==> config.mk <==
export PLATFORM = sky130hd
export DESIGN_NAME = ci_tx_ctrl
export DESIGN_NICKNAME = d
export VERILOG_FILES = /design/src/rtl/ci_tx_pkg.sv /design/src/rtl/ci_port_fsm.sv /design/src/rtl/ci_ack_irq.sv /design/src/rtl/ci_tx_ctrl.sv
export SDC_FILE = /design/constraint.sdc
export NUM_CORES = 1
export LEC_CHECK = 0
export BUFFER_PORTS_ARGS = -buffer_cell sky130_fd_sc_hd__clkbuf_2
export CAP_MARGIN = 20
export CORE_UTILIZATION = 50
export DETAILED_ROUTE_END_ITERATION = 10
export GPL_TIMING_DRIVEN = 0
export HOLD_SLACK_MARGIN = 0.12
export PLACE_DENSITY = 0.82
export SLEW_MARGIN = 30
export SYNTH_ARGS = -nofsm -noshare
export SYNTH_HDL_FRONTEND = slang
export SYNTH_HIERARCHICAL = 1
export SYNTH_SLANG_ARGS = --single-unit
==> constraint.sdc <==
create_clock -name clk -period 3.6 [get_ports clk]
set_clock_uncertainty 0.2 [all_clocks]
set_input_delay 0.72 -clock clk [delete_from_list [all_inputs] [get_ports clk]]
set_output_delay 0.72 -clock clk [all_outputs]
set_load 0.01 [all_outputs]
==> src/rtl/ci_tx_pkg.sv <==
package ci_tx_pkg;

   localparam int LANE_W = 8;

   typedef enum logic [1:0] {
      SEL_CODE = 2'd0,
      SEL_ACK  = 2'd1,
      SEL_MASK = 2'd2,
      SEL_NONE = 2'd3
   } ci_sel_e;

   typedef enum logic {
      ST_IDLE = 1'b0,
      ST_SEND = 1'b1
   } ci_state_e;

endpackage

==> src/rtl/ci_port_fsm.sv <==
module ci_port_fsm
   import ci_tx_pkg::*;
#(
   parameter int CODE_W        = 4,
   parameter int REPEAT_FRAMES = 2
) (
   input  logic              clk,
   input  logic              rst_n,
   input  logic              sw_rst,
   input  logic              wr,
   input  logic [LANE_W-1:0] wdata,
   input  logic              frame_sync,
   output logic [LANE_W-1:0] reg_byte,
   output logic [CODE_W-1:0] ci_code,
   output logic              ci_valid,
   output logic              ack_pulse
);

   localparam int               CNT_W    = $clog2(REPEAT_FRAMES + 1);
   localparam logic [CNT_W-1:0] LAST_CNT = CNT_W'(REPEAT_FRAMES - 1);

   ci_state_e         state_q;
   logic [CODE_W-1:0] code_q;
   logic [CODE_W-1:0] last_q;
   logic [CODE_W-1:0] slot_q;
   logic              rdy_q;
   logic              valid_q;
   logic [CNT_W-1:0]  cnt_q;

   logic busy;
   logic rdy_rise;
   logic code_chg;
   logic rdy_drop;
   logic send;
   logic done;
   logic unused_rsv;

   assign busy       = (state_q == ST_SEND);
   assign rdy_rise   = wr && wdata[CODE_W] && !rdy_q;
   assign code_chg   = wr && (wdata[CODE_W-1:0] != code_q);
   assign rdy_drop   = wr && !wdata[CODE_W];
   assign send       = frame_sync && busy;
   assign done       = send && (cnt_q == LAST_CNT) && !code_chg && !rdy_drop;
   assign unused_rsv = ^wdata[LANE_W-1:CODE_W+1];

   always_ff @(posedge clk or negedge rst_n) begin
      if (!rst_n) begin
         state_q <= ST_IDLE;
         code_q  <= '0;
         last_q  <= '0;
         slot_q  <= '0;
         rdy_q   <= 1'b0;
         valid_q <= 1'b0;
         cnt_q   <= '0;
      end else if (sw_rst) begin
         state_q <= ST_IDLE;
         code_q  <= '0;
         last_q  <= '0;
         slot_q  <= '0;
         rdy_q   <= 1'b0;
         valid_q <= 1'b0;
         cnt_q   <= '0;
      end else begin
         valid_q <= send;
         if (frame_sync) begin
            slot_q <= busy ? code_q : last_q;
         end
         if (wr) begin
            code_q <= wdata[CODE_W-1:0];
            rdy_q  <= wdata[CODE_W];
         end
         if (done) begin
            rdy_q   <= 1'b0;
            state_q <= ST_IDLE;
            last_q  <= code_q;
            cnt_q   <= '0;
         end else if (rdy_rise) begin
            state_q <= ST_SEND;
            cnt_q   <= '0;
         end else if (busy) begin
            if (rdy_drop) begin
               state_q <= ST_IDLE;
               cnt_q   <= '0;
            end else if (code_chg) begin
               cnt_q <= '0;
            end else if (send) begin
               cnt_q <= cnt_q + 1'b1;
            end
         end
      end
   end

   always_comb begin
      reg_byte             = '0;
      reg_byte[CODE_W-1:0] = code_q;
      reg_byte[CODE_W]     = rdy_q;
   end

   assign ci_code   = slot_q;
   assign ci_valid  = valid_q;
   assign ack_pulse = done;

   // entering the send state needs a write that raises a low ready flag
   a_r3_start_on_edge: assert property (@(posedge clk) disable iff (!rst_n || sw_rst)
      $rose(busy) |-> $past(wr && !rdy_q));

   // the acknowledge leaves the port idle with its ready flag cleared
   a_r6_ready_cleared: assert property (@(posedge clk) disable iff (!rst_n || sw_rst)
      ack_pulse |=> (!rdy_q && !busy));

   // a frame seen while idle produces no valid
   a_r7_idle_quiet: assert property (@(posedge clk) disable iff (!rst_n || sw_rst)
      (frame_sync && !busy) |=> !ci_valid);

   // a port is only ever active while its ready flag is high
   a_r9_busy_needs_ready: assert property (@(posedge clk) disable iff (!rst_n || sw_rst)
      busy |-> rdy_q);

endmodule

==> src/rtl/ci_ack_irq.sv <==
module ci_ack_irq #(
   parameter int NUM_PORTS      = 4,
   parameter bit IRQ_REGISTERED = 1'b0
) (
   input  logic                 clk,
   input  logic                 rst_n,
   input  logic                 sw_rst,
   input  logic [NUM_PORTS-1:0] ack_set,
   input  logic                 clr_wr,
   input  logic                 mask_wr,
   input  logic [NUM_PORTS-1:0] wdata,
   output logic [NUM_PORTS-1:0] ack_q,
   output logic [NUM_PORTS-1:0] mask_q,
   output logic                 irq
);

   logic [NUM_PORTS-1:0] clr_bits;
   logic [NUM_PORTS-1:0] ack_d;

   assign clr_bits = clr_wr ? wdata : '0;
   // a new acknowledge wins over a clear in the same cycle
   assign ack_d    = (ack_q & ~clr_bits) | ack_set;

   always_ff @(posedge clk or negedge rst_n) begin
      if (!rst_n) begin
         ack_q  <= '0;
         mask_q <= '0;
      end else if (sw_rst) begin
         ack_q  <= '0;
         mask_q <= '0;
      end else begin
         ack_q <= ack_d;
         if (mask_wr) begin
            mask_q <= wdata;
         end
      end
   end

   generate
      if (IRQ_REGISTERED) begin : g_irq_ff
         logic irq_q;
         always_ff @(posedge clk or negedge rst_n) begin
            if (!rst_n) begin
               irq_q <= 1'b0;
            end else if (sw_rst) begin
               irq_q <= 1'b0;
            end else begin
               irq_q <= |(ack_d & mask_q);
            end
         end
         assign irq = irq_q;
      end else begin : g_irq_comb
         assign irq = |(ack_q & mask_q);

         // a fully masked port set cannot interrupt
         a_r11_masked_quiet: assert property (@(posedge clk) disable iff (!rst_n || sw_rst)
            (mask_q == '0) |-> !irq);
      end
   endgenerate

   // a status bit stays set unless a one was written to it
   a_r10_ack_sticky: assert property (@(posedge clk) disable iff (!rst_n || sw_rst)
      1'b1 |=> ((ack_q & $past(ack_q & ~clr_bits)) == $past(ack_q & ~clr_bits)));

   // every acknowledge lands in the status word
   a_r5_ack_recorded: assert property (@(posedge clk) disable iff (!rst_n || sw_rst)
      (|ack_set) |=> ((ack_q & $past(ack_set)) == $past(ack_set)));

endmodule

==> src/rtl/ci_tx_ctrl.sv <==
module ci_tx_ctrl
   import ci_tx_pkg::*;
#(
   parameter int NUM_PORTS      = 4,
   parameter int CODE_W         = 4,
   parameter int REPEAT_FRAMES  = 2,
   parameter bit IRQ_REGISTERED = 1'b0
) (
   input  logic                        clk,
   input  logic                        rst_n,
   input  logic                        sw_rst,
   input  logic [1:0]                  reg_addr,
   input  logic                        reg_wr,
   input  logic [NUM_PORTS-1:0]        reg_be,
   input  logic [LANE_W*NUM_PORTS-1:0] reg_wdata,
   output logic [LANE_W*NUM_PORTS-1:0] reg_rdata,
   input  logic                        frame_sync,
   output logic [NUM_PORTS*CODE_W-1:0] ci_code,
   output logic [NUM_PORTS-1:0]        ci_valid,
   output logic                        irq
);

   localparam int REG_W = LANE_W * NUM_PORTS;

   generate
      if (NUM_PORTS < 1) begin : g_bad_ports
         $error("ci_tx_ctrl: NUM_PORTS must be at least 1");
      end
      if (CODE_W < 1 || CODE_W + 2 > LANE_W) begin : g_bad_code
         $error("ci_tx_ctrl: CODE_W must leave room for ready and a reserved bit");
      end
      if (REPEAT_FRAMES < 1) begin : g_bad_repeat
         $error("ci_tx_ctrl: REPEAT_FRAMES must be at least 1");
      end
   endgenerate

   logic [REG_W-1:0]     code_word;
   logic [NUM_PORTS-1:0] ack_set;
   logic [NUM_PORTS-1:0] ack_q;
   logic [NUM_PORTS-1:0] mask_q;
   logic                 code_wr;
   logic                 clr_wr;
   logic                 mask_wr;

   assign code_wr = reg_wr && (reg_addr == SEL_CODE);
   assign clr_wr  = reg_wr && (reg_addr == SEL_ACK);
   assign mask_wr = reg_wr && (reg_addr == SEL_MASK);

   generate
      for (genvar p = 0; p < NUM_PORTS; p++) begin : g_port
         localparam int LANE = NUM_PORTS - 1 - p;

         ci_port_fsm #(
            .CODE_W       (CODE_W),
            .REPEAT_FRAMES(REPEAT_FRAMES)
         ) u_fsm (
            .clk       (clk),
            .rst_n     (rst_n),
            .sw_rst    (sw_rst),
            .wr        (code_wr && reg_be[LANE]),
            .wdata     (reg_wdata[LANE*LANE_W +: LANE_W]),
            .frame_sync(frame_sync),
            .reg_byte  (code_word[LANE*LANE_W +: LANE_W]),
            .ci_code   (ci_code[p*CODE_W +: CODE_W]),
            .ci_valid  (ci_valid[p]),
            .ack_pulse (ack_set[p])
         );
      end
   endgenerate

   ci_ack_irq #(
      .NUM_PORTS     (NUM_PORTS),
      .IRQ_REGISTERED(IRQ_REGISTERED)
   ) u_ack (
      .clk    (clk),
      .rst_n  (rst_n),
      .sw_rst (sw_rst),
      .ack_set(ack_set),
      .clr_wr (clr_wr),
      .mask_wr(mask_wr),
      .wdata  (reg_wdata[NUM_PORTS-1:0]),
      .ack_q  (ack_q),
      .mask_q (mask_q),
      .irq    (irq)
   );

   always_comb begin
      reg_rdata = '0;
      case (reg_addr)
         SEL_CODE: reg_rdata = code_word;
         SEL_ACK:  reg_rdata[NUM_PORTS-1:0] = ack_q;
         SEL_MASK: reg_rdata[NUM_PORTS-1:0] = mask_q;
         default:  reg_rdata = '0;
      endcase
   end

   // a slot valid only follows a frame strobe
   a_r4_valid_after_frame: assert property (@(posedge clk) disable iff (!rst_n || sw_rst)
      (|ci_valid) |-> $past(frame_sync));

endmodule

==> results.md, run 1 <==
- For the worst setup path, the data required time is 2680 ps.
- Across the VDD grid, the largest voltage drop is 0.000195 V.
- In this run, synthesis produced a sequential element count of 76.
- Summed over all nets, the half-perimeter wirelength after detailed placement is 7040 um.
- The initial antenna violation count was 0.
- Summing the areas of all compound-gate instances in the mapped netlist gives 9.92% of the synthesized area.
- The DRC violation total after the first TritonRoute iteration is 212.
- The transition time of the tightest slew-check pin is 606 ps.
- The number of slew-limit violations in the final report is 0.
- For this design the static power due to leakage is 2.26 nW.
- The tool flagged a number of max-cap violations equal to 0.
- The mean post-synth cell area is 10.4 um^2.
- Of the total synthesized cell area, the portion taken by XOR and XNOR cells is 3.75%.
- The post-cts repair resize count is 0.
- For the final routed database, the setup TNS stands at 0 ps.
- The remaining global-route overflow is 0.
- The worst path needs 2510 ps of the cycle, external delays included.
- The H-tree was split into 3 levels.
- After synthesis, the largest family of logic cells by area is simple AND/OR/NAND/NOR gates.
- After detailed routing, the total wire length is 9630 um.
- Setup repair after global routing left no endpoint under its margin.
- The detailed-route wire length per cell is 15.3 um.
- Buffers inserted to repair hold after CTS numbered 0.
- The pin count of the biggest net entering global routing is 77.
- Dividing the detail-routed via count by the number of cells gives 5.33.
- By area the synthesized netlist is led by dfrtp_1 (43%), mux2i_1 (14%), nand2b_1 (4.4%), nor2_1 (4.2%), and2_2 (3.0%).
- After layout, the worst path uses 69.8% of the clock period.
- The area of the core region is 8680 um^2.
- The netlist uses 49 different library cells.
- In this run the deepest clock path goes through 2 buffers.
- The tree is rooted in a clkbuf_8.
- After synthesis, flip-flops and latches occupy 42.8% of the total area.
- Routability-driven placement finished with a final weighted congestion of 0.880.
- The worst register-to-register path begins at g_port[1].u_fsm/cnt_q[1]$_DFFE_PN0P_.
- During I/O placement, the number of pins put on the boundary was 96.
- The starting density of the core is 51.2%.
- The startpoint-to-endpoint class of the critical path is primary input to output port.
- The first detailed-routing pass ran for 4 iterations.
- After detailed routing, the number of remaining DRC violations is 0.
- The startpoint type of the worst setup path is a primary input.
- Dividing total power by cell area gives a power density of 339 nW/um^2.
- From bottom edge to top edge, the die measures 96.2 um.
- The clock drives 76 sinks.
- The data arrival at the endpoint of the critical path is 1590 ps.
- The most used flip-flop cell after synthesis is dfrtp_1.
- Setup violations remaining at the end of the flow were counted as 0.
- The row count is 34.
- The global-route wire length before repair is 15700 um.
- 0 antenna diodes ended up in the layout.
- Input and output buffers added on the ports amount to 70.
- The die width is 96.2 um.
- The largest total area in the synthesized netlist belongs to dfrtp_1.
- The clock transition at the registers of the reported paths is 80 ps.
- The utilization after layout is 59.4%.
- The count of cells along the worst register-to-register path is 7.
- The largest driver fanout on the critical path is 10.
- The min-delay analysis places its worst path in the category primary input to async pin.
- The area of the mapped netlist is 4440 um^2.
- Derived from the worst setup path, the maximum achievable clock frequency is 398 MHz.
- Global routing used 22.5% of the available tracks across all layers.
- The share of synthesized cell area in and, or, nand and nor gates is 20.1%.
- Counting flops with an async set or reset pin after synthesis yields a share of 100%.
- The number of endpoints with negative hold slack in the final report is 0.
- The flow ran to the end, and the final reports show no timing, DRC or antenna violations.
- The worst register-to-register path has a setup slack of 1470 ps.
- The number of warnings reported in the yosys synthesis log is 6.
- Buffers inserted during clock tree synthesis total 9.
- The area growth from synthesis to layout is 16.2%.
- The worst setup path is captured at an output port.
- The clock latency on the worst-skew pair is 350 ps.
- Hold is met by 162 ps.
- The area share of the largest cell type after synthesis is 42.8%.
- TritonCTS built the clock tree.
- Measured against the total synthesized area, the mux share comes to 14.0%.
- The die outline area is 9260 um^2.
- In this run the critical register-to-register path is captured at u_ack/ack_q[1]$_DFF_PN0_.
- The net count of the finished layout is 562.
- The worst setup slack after placement is 774 ps.
- Summing the areas of all fa, ha and maj instances in the mapped netlist gives 1.13% of the synthesized area.
- The worst-case headroom to the max-slew limit is 59.6%.
- The number of routed nets with antenna violations is 0.
- Buffers added to address setup during post-CTS repair amount to 0.
- Of the cells placed in the final design, the portion with a size suffix greater than 1 is 29.4%.
- The final worst slack is 1090 ps.
- The number of global-route vias before repair is 3210.
- Detailed routing inserted a total of 3350 vias.
- In the post-synthesis netlist, the cell with the most instances is dfrtp_1.
- In this run, synthesis inferred 0 flip-flops with an integrated enable.
- After synthesis, the most frequently instantiated cells are dfrtp_1 (76), mux2i_1 (60), nor2_1 (50).
- The cell count after synthesis is 426.
[metal layers]
| metal | GRT usage (%) | wire length (um) |
|---|---|---|
| met2 | 35.9 | 4700 |
| met3 | 3.63 | 441 |
| met1 | 30.7 | 4350 |
| met4 | 9.08 | 133 |
| met5 | 0 | 0 |
[logic make-up after synthesis]
kind of cell | count (synthesis)
mux | 62
other cells | 4
fa+ha+maj | 4
simple gates | 154
compound gates | 50
buf+inv | 57
xor+xnor | 19
flops | 76
[cell type report]
| type | count | area [um^2] |
|---|---|---|
| repair buffers | 70 | 359 |
| inverters | 15 | 56.3 |
| well taps | 108 | 135 |
| clock buffers | 12 | 145 |
| multi-input cells | 301 | 2220 |
| flip-flops and latches | 76 | 1900 |
| fillers | 728 | 3520 |
| clock inverters | 4 | 48.8 |
| plain buffers | 42 | 293 |
[power breakdown]
part / internal (W) / leakage, nW / switching (W)
clock: 0.000339 / 0.100 / 0.000310
sequential: 0.000872 / 1.05 / 0.0000156
combinational: 0.0000895 / 1.12 / 0.000123
total: 0.00130 / 2.26 / 0.000450
[flip-flops by register name, indices dropped and copies added, names as in the netlist]
register               cells
g_port.u_fsm/last_q       16
g_port.u_fsm/rdy_q         4
g_port.u_fsm/cnt_q         8
u_ack/mask_q               4
g_port.u_fsm/ci_code      16
g_port.u_fsm/ci_valid      4
g_port.u_fsm/code_q       16
u_ack/ack_q                4
g_port.u_fsm/busy          4
[worst max-delay path: stages]
cell      delay (ps)
clkbuf_2         160
nor2_4           230
buf_6            180
and2_2           170
clkbuf_2         130
[worst max-delay path by stage]
| stage | start | end | slack, ps | cells past startpoint |
|---|---|---|---|---|
| 2_1_floorplan | reg_addr[1] | g_port[1].u_fsm/cnt_q[1]$_DFFE_PN0P_ | 1050 | 9 |
| 3_3_place_gp | reg_addr[0] | g_port[1].u_fsm/cnt_q[1]$_DFFE_PN0P_ | 800 | 9 |
| 3_5_place_dp | reg_addr[0] | g_port[1].u_fsm/cnt_q[1]$_DFFE_PN0P_ | 770 | 9 |
| 4_1_cts | reg_addr[0] | reg_rdata[4] | 1090 | 5 |
| 5_1_grt | reg_addr[0] | g_port[1].u_fsm/cnt_q[1]$_DFFE_PN0P_ | 940 | 9 |
| 6_report | reg_addr[0] | reg_rdata[4] | 1090 | 5 |
[cells in the final DEF (no fill, tap or decap), drive strengths merged, types with 2 or more instances in the layout]
master and n:
clkbuf 93, dfrtp 76, mux2i 60, nor2 51
nand2b 31, buf 31, and2 29, a211oi 16
inv 15, xnor2 13, conb 12, nand3 11
nand2 7, nor3 7, nor4 6, xor2 6
o2bb2ai 5, a21oi 5, ha 4, a311oi 4
o22ai 4, and3 4, or3b 3, a2111oi 3
o221a 3, clkinv 3, and3b 2, o21ai 2
mux2 2, a22oi 2
[metrics by stage]
step	std cells	total power (W)	cell area [um^2]
after floorplan	434	0.00103	4470
after global placement	612	0.00111	4950
after detailed placement	612	0.00112	4960
after CTS	628	0.00176	5160
after global routing	628	0.00182	5160
final	628	0.00175	5160
No activity file was read; power rests on OpenSTA's default activity.
==> inputs of run 2 (changes only) <==
==> constraint.sdc (replaced) <==
create_clock -name clk -period 2.6 [get_ports clk]
set_clock_uncertainty 0.2 [all_clocks]
set_input_delay 0.52 -clock clk [delete_from_list [all_inputs] [get_ports clk]]
set_output_delay 0.52 -clock clk [all_outputs]
set_load 0.01 [all_outputs]
==> results.md, run 2 (synthesized netlist as in run 1, its figures left out) <==
- The slowest stage of the critical path is the mux2_2 cell.
- CTS placed an instance of clkbuf_8 at the clock tree root.
- The die outline area was 9260 um^2 (unchanged).
- The number of slew-limit violations in the final report is 0 (unchanged).
- The achievable frequency is 442 MHz.
- The I/O pin total was 96 (unchanged).
- The sum of buffers and inverters on the critical path came to 3 (unchanged).
- The fill cell total of the finished layout came to 727 (-0.14%).
- The data arrival at the endpoint of the critical path is 2310 ps (+720 ps).
- TritonCTS built the clock tree.
- The worst-case headroom to the max-slew limit is 58.9% (-0.64 points).
- The row count was 34 (unchanged).
- The routed wire length was 9610 um (-0.19%).
- The number of optimization iterations in the first detailed-route pass is 4 (unchanged).
- The flow ran to the end, and the final reports show no timing, DRC or antenna violations.
- The remaining global-route overflow was 0 (unchanged).
- The kind of cell adding the most delay to the critical path is simple AND/OR/NAND/NOR gates.
- The y dimension of the die is 96.2 um (unchanged).
- The clock transition at the registers of the reported paths is 80 ps (about the same).
- The total power was 0.00242 W (+39%).
- The CTS sink count is 76 (unchanged).
- The fraction of the cycle the final worst path needs is 87.0%.
- The global-route wire length before repair is 15700 um (unchanged).
- The total power divided by cell area came to 469 nW/um^2 (+38%).
- The number of input and output port buffers inserted is 70 (unchanged).
- The overall routing resource usage is 22.5% (unchanged).
- The detailed-route wire length per cell is 15.3 um (-0.35%).
- Walking the worst path, the cells encountered are clkbuf_2 -> nor2_4 -> buf_6 -> and3_1 -> buf_4 -> and3b_1 -> o21ai_0 -> mux2_2 -> nor4_1.
- The area of the core region is 8680 um^2 (unchanged).
- The class of the worst hold path is primary input to flip-flop.
- The DRC violations left is 0 (unchanged).
- The worst setup slack after placement was -25.8 ps (-800 ps).
- The number of global-route vias before repair is 3210 (unchanged).
- The die width is 96.2 um (unchanged).
- The number of nets in the finished design came to 563 (+0.18%).
- Relative to the synthesized area, the layout overhead comes to 16.4%.
- The final worst slack is 338 ps (-750 ps).
- The maximum single-stage delay on the critical path is 370 ps (+140 ps).
- The mean number of vias per cell is 5.32 (-0.34%).
- The number of routed nets with antenna violations is 0 (unchanged).
- The worst path required time is 2640 ps (-40 ps).
- The sum of negative setup slack came to 0 ps (unchanged).
- The multi-input logic area is 2220 um^2 (unchanged).
- Setup repair after global routing left no endpoint under its margin.
- The initial antenna violation count came to 0 (unchanged).
- The final weighted congestion in routability-driven placement came to 0.880 (unchanged).
- The share of layout cells above drive strength 1 came to 29.4% (-0.056 points).
- The number of vias in the routed layout came to 3344 (-0.18%).
- The DRC violation total after the first TritonRoute iteration is 234 (+10%).
- The worst IR drop on VDD is 0.000269 V (+38%).
- The largest driver fanout on the critical path is 10 (unchanged).
- The count of H-tree levels built during CTS came to 3 (unchanged).
- The post-route non-filler standard cell count came to 629 (+0.16%).
- The startpoint type of the worst setup path is a primary input.
- The clock latency on the worst-skew pair was 350 ps (about the same).
- The number of maximum-capacitance violations is 0 (unchanged).
- The leakage power is 2.27 nW (+0.18%).
- The antenna cell count is 0 (unchanged).
- The placed wire-length estimate after detailed placement came to 7040 um (unchanged).
- The buffer depth of the longest clock path was 2 (unchanged).
- The TritonCTS buffer count came to 9 (unchanged).
- The starting density of the core is 51.2% (unchanged).
- The number of endpoints with negative hold slack in the final report is 0 (unchanged).
- The most common cell after layout, fill and taps aside is dfrtp_1.
- The post-cts repair resize count came to 0 (unchanged).
- The number of placed instances, taps included is 612 (unchanged).
- The transition time of the tightest slew-check pin is 616 ps (+9.64 ps).
- The sequential cell area was 1900 um^2 (unchanged).
- The worst setup path is captured at a flip-flop.
- The total of endpoints with negative setup slack in the final report is 0 (unchanged).
- The worst path in the final design needs a cycle of 2260 ps, including I/O delays and setup.
- The pin count of the biggest net entering global routing is 77 (unchanged).
- The startpoint-to-endpoint class of the critical path is primary input to flip-flop.
- In the layout the commonest cells are dfrtp_1 (76), clkbuf_2 (70), mux2i_1 (60).
-- run 2: report_power, final --
| group | internal, W | total, W | switching, W | leakage (nW) |
|---|---|---|---|---|
| logic | 0.000125 | 0.000296 | 0.000171 | 1.12 |
| clock network | 0.000469 | 0.000899 | 0.000429 | 0.100 |
| registers | 0.00121 | 0.00123 | 0.0000217 | 1.05 |
-- run 2: repair_timing --
| action | CTS | global route |
|---|---|---|
| hold buffers | 1 | 0 |
| buffers inserted | 0 | 0 |
| hold endpoints to repair | 76 | 0 |
-- run 2: layout make-up --
cell class              count  area share, %
multi-input cells         301           42.9
flip-flops and latches     76           36.8
repair buffers             71           7.14
plain buffers              42           5.67
clock buffers              12           2.81
well taps                 108           2.62
inverters                  15           1.09
clock inverters             4          0.944
-- run 2: path summary, 6_finish.rpt --
kind / cells after the start / start / end / slack, ps
max: 9 / reg_addr[0] / g_port[1].u_fsm/cnt_q[1]$_DFFE_PN0P_ / 340
min: 3 / reg_wdata[26] / g_port[0].u_fsm/code_q[2]$_DFFE_PN0P_ / 250
max reg2reg: 7 / g_port[1].u_fsm/cnt_q[1]$_DFFE_PN0P_ / u_ack/ack_q[1]$_DFF_PN0_ / 480
min reg2reg: 1 / g_port[3].u_fsm/cnt_q[0]$_DFFE_PN0P_ / g_port[3].u_fsm/cnt_q[0]$_DFFE_PN0P_ / 340
max in group asynchronous: 2 / rst_n / g_port[2].u_fsm/code_q[0]$_DFFE_PN0P_ / 1200
min in group asynchronous: 2 / rst_n / g_port[2].u_fsm/ci_code[1]$_DFFE_PN0P_ / 540
-- run 2: routing by layer --
| layer | global-route usage [%] | share of wire (%) | vias up |
|---|---|---|---|
| met2 | 35.9 | 49 | 82 |
| met1 | 30.7 | 45 | 1625 |
| met3 | 3.63 | 4.2 | 13 |
| met5 | 0 | 0 | - |
| met4 | 9.08 | 1.4 | 0 |
| li1 | - | - | 1624 |
-- run 2: per-stage QoR --
| step | hold WS, ps | cell area [um^2] | util [%] |
|---|---|---|---|
| 4_1_cts | 238 | 5170 | 59.5 |
| 3_5_place_dp | 321 | 4960 | 57.2 |
| 2_1_floorplan | 24.4 | 4470 | - |
| 3_3_place_gp | 293 | 4950 | 57.1 |
| 6_report | 252 | 5170 | 59.5 |
| 5_1_grt | 252 | 5170 | 59.5 |
-- run 2: worst register-to-register path: stages (launching register included) --
cell and delay [ps]:
dfrtp_1 370, inv_1 60, ha_1 190, nand3_4 100, or3b_1 410, o22ai_4 340
inv_1 80, a311oi_1 270
==> inputs of run 3 (changes only) <==
--- a/config.mk
+++ b/config.mk
@@ -11,7 +11,7 @@
 export DETAILED_ROUTE_END_ITERATION = 10
 export GPL_TIMING_DRIVEN = 0
 export HOLD_SLACK_MARGIN = 0.12
-export PLACE_DENSITY = 0.82
+export PLACE_DENSITY = 0.85
 export SLEW_MARGIN = 30
 export SYNTH_ARGS = -nofsm -noshare
 export SYNTH_HDL_FRONTEND = slang
==> constraint.sdc (replaced) <==
create_clock -name clk -period 2 [get_ports clk]
set_clock_uncertainty 0.2 [all_clocks]
set_input_delay 0.4 -clock clk [delete_from_list [all_inputs] [get_ports clk]]
set_output_delay 0.4 -clock clk [all_outputs]
set_load 0.01 [all_outputs]
==> results.md, run 3 (synthesized netlist as in run 1, its figures left out) <==
- The leakage power is 2.40 nW (+6.1%).
- STA classifies the critical path startpoint as a primary input.
- The final weighted congestion in routability-driven placement is 0.856 (-2.8%).
- The number of nets in the finished design came to 582 (+3.4%).
- The overall routing resource usage is 22.6% (+0.052 points).
- The fill cell total of the finished layout is 704 (-3.2%).
- The most congested layer reported by global routing is met2.
- The number of optimization iterations in the first detailed-route pass is 4 (unchanged).
- The sequential cell area is 1900 um^2 (about the same).
- The maximum single-stage delay on the critical path is 540 ps (+170 ps).
- The total of endpoints with negative setup slack in the final report is 0 (unchanged).
- The DRC violations left came to 0 (unchanged).
- The number of maximum-capacitance violations is 0 (unchanged).
- The fraction of the cycle the final worst path needs is 97.6%.
- The TritonCTS buffer count is 9 (unchanged).
- The largest driver fanout on the critical path is 6 (-4).
- STA classifies the critical path endpoint as a flip-flop.
- The number of routed nets with antenna violations came to 0 (unchanged).
- The sum of buffers and inverters on the critical path is 3 (unchanged).
- The final worst slack was 48.1 ps (-290 ps).
- The number of vias in the routed layout is 3488 (+4.3%).
- The worst path required time came to 2050 ps (-590 ps).
- The met2 routing resource usage after global routing came to 36.6% (+0.77 points).
- By startpoint and endpoint, the worst setup path is classified as primary input to flip-flop.
- The multi-input logic area is 2330 um^2 (+5.0%).
- The starting density of the core is 51.2% (unchanged).
- The count of cells along the worst register-to-register path came to 7 (unchanged).
- The worst IR drop on VDD is 0.000455 V (+69%).
- The antenna cell count is 0 (unchanged).
- The DRC violation total after the first TritonRoute iteration was 122 (-48%).
- The kind of cell adding the most delay to the critical path is buffers and inverters.
- The clock latency on the worst-skew pair was 350 ps (about the same).
- The number of global-route vias before repair is 3352 (+4.4%).
- The achievable frequency is 512 MHz.
- The remaining global-route overflow is 0 (unchanged).
- The routed wire length was 10000 um (+4.0%).
- The worst-case headroom to the max-slew limit was 59.0% (about the same).
- The number of slew-limit violations in the final report was 0 (unchanged).
- The initial antenna violation count is 0 (unchanged).
- The library cell used most frequently in the layout, excluding fill and tap cells, is dfrtp_1.
- The mean number of vias per cell was 5.38 (+1.2%).
- The clock transition at the registers of the reported paths was 90 ps (about the same).
- The cell type of the slowest stage on the worst timing path is dlygate4sd3_1.
- The buffer depth of the longest clock path was 2 (unchanged).
- The y dimension of the die is 96.2 um (unchanged).
- The final non-filler cell area is 5500 um^2 (+6.5%).
- The share of layout cells above drive strength 1 is 35.4% (+6.0 points).
- The cell area after placement is 5000 um^2 (+0.68%).
- The endpoint identified for the worst register-to-register timing path is g_port[2].u_fsm/last_q[2]$_DFFE_PN0P_.
- The die outline area is 9260 um^2 (unchanged).
- The tree is rooted in a clkbuf_8.
- The final critical path time including I/O delays and setup is 1950 ps.
- The row count is 34 (unchanged).
- The global-route wire length before repair is 15800 um (+0.62%).
- The tightest min-delay check is of the primary input to flip-flop type.
- The run finished with clean final reports.
- The I/O pin total is 96 (unchanged).
- The critical path goes through dlygate4sd3_1 -> clkbuf_2 -> xnor2_1 -> nand3_1 -> o22ai_4 -> inv_1 -> a311oi_2.
- The area growth from synthesis to layout is 24.0%.
- The register-to-register setup slack is 50 ps (-430 ps).
- The transition time of the tightest slew-check pin came to 615 ps (-0.693 ps).
- The TritonCTS clock tree is done.
- The worst setup slack after placement is -463 ps (-438 ps).
- The worst hold path cell count is 3 (unchanged).
- In this run the critical register-to-register path is launched from g_port[2].u_fsm/cnt_q[1]$_DFFE_PN0P_.
- The data arrival at the endpoint of the critical path came to 2000 ps (-310 ps).
- The count of H-tree levels built during CTS is 3 (unchanged).
- The sink of the worst hold path is g_port[1].u_fsm/code_q[2]$_DFFE_PN0P_.
- The number of endpoints with negative hold slack in the final report was 0 (unchanged).
- The startpoint of the lowest-slack hold path is reg_wdata[18].
- Setup repair after global routing could not meet its margin everywhere.
- The total power divided by cell area is 583 nW/um^2 (+24%).
- The number of input and output port buffers inserted is 70 (unchanged).
- The met1 usage in global routing was 29.9% (-0.72 points).
- The CTS sink count came to 76 (unchanged).
- The placed wire-length estimate after detailed placement was 6690 um (-5.0%).
- The area of the core region came to 8680 um^2 (unchanged).
- The top cell types in the final layout, fill and taps aside, are dfrtp_1 (75), clkbuf_2 (69), mux2i_1 (60).
- The detailed-route wire length per cell is 15.4 um (+0.98%).
- The pin count of the biggest net entering global routing is 77 (unchanged).
- The die width is 96.2 um (unchanged).
- The global routing met3 resource utilization is 4.82% (+1.2 points).
[run 3: changes by cell type in the layout (fill, tap and decap cells not counted), moves of 3 or more]
cell | before | now
or3b_4 | 0 | 3
buf_6 | 8 | 11
buf_4 | 18 | 29
or3b_1 | 3 | 0
buf_12 | 0 | 4
[run 3: per-stage QoR]
stage	std cells	hold slack [ps]	TNS [ps]	power, W	utilization, %
2_1_floorplan	434	-95.6	-160	0.00186	-
3_3_place_gp	612	296	-28450	0.00200	57.5
3_5_place_dp	612	263	-4870	0.00201	57.6
4_1_cts	639	122	0	0.00320	61.5
5_1_grt	648	121	-93.4	0.00334	63.4
6_report	648	124	0	0.00321	63.4
[run 3: area by class of cell]
cell class	count	area share, %
Tap cell	108	2.46
Sequential cell	76	34.6
Timing Repair Buffer	90	10.2
Multi-Input combinational cell	301	42.3
Inverter	15	1.02
Clock inverter	6	1.16
Clock buffer	10	2.50
Buffer	42	5.77
[run 3: how the worst max path moves through the flow]
stage                                          from                              endpoint  slack (ps)  cells after the start
6_report                              reg_wdata[19]              u_ack/ack_q[1]$_DFF_PN0_          50                      7
3_5_place_dp                            reg_addr[0]  g_port[1].u_fsm/cnt_q[1]$_DFFE_PN0P_        -460                      9
3_3_place_gp                            reg_addr[0]  g_port[1].u_fsm/cnt_q[1]$_DFFE_PN0P_        -400                      9
4_1_cts        g_port[2].u_fsm/cnt_q[1]$_DFFE_PN0P_              u_ack/ack_q[2]$_DFF_PN0_         0.1                      7
2_1_floorplan                           reg_addr[1]  g_port[1].u_fsm/cnt_q[1]$_DFFE_PN0P_        -120                      9
5_1_grt        g_port[1].u_fsm/cnt_q[1]$_DFFE_PN0P_              u_ack/ack_q[1]$_DFF_PN0_         -30                      7
[run 3: per-layer routing]
metal,up-vias,part of all wire (%)
met2,98,50
li1,1652,-
met1,1723,43
met5,-,0
met3,15,4.9
met4,0,1.3
[run 3: timing repair]
| item | CTS | global route |
|---|---|---|
| gates resized for setup | 5 | 19 |
| hold buffers | 3 | 0 |
| setup buffers | 8 | 9 |
| gates cloned | 0 | 0 |
| endpoints found under the setup margin | 5 | 26 |
| endpoints found under the hold margin | 78 | 0 |
| pin swaps | 5 | 12 |
[run 3: worst register-to-register path, cell delays in order (launching register included)]
cell	delay (ps)
dfrtp_1	380
inv_2	70
ha_4	140
nand3_4	80
or3b_4	420
o22ai_4	210
buf_12	170
mux2i_1	200
[run 3: where the power goes]
group          switching (W)  leakage [nW]  total (W)  internal [W]
sequential         0.0000290          1.05    0.00160       0.00157
combinational       0.000235          1.26   0.000417      0.000182
clock               0.000585        0.0983    0.00119      0.000608
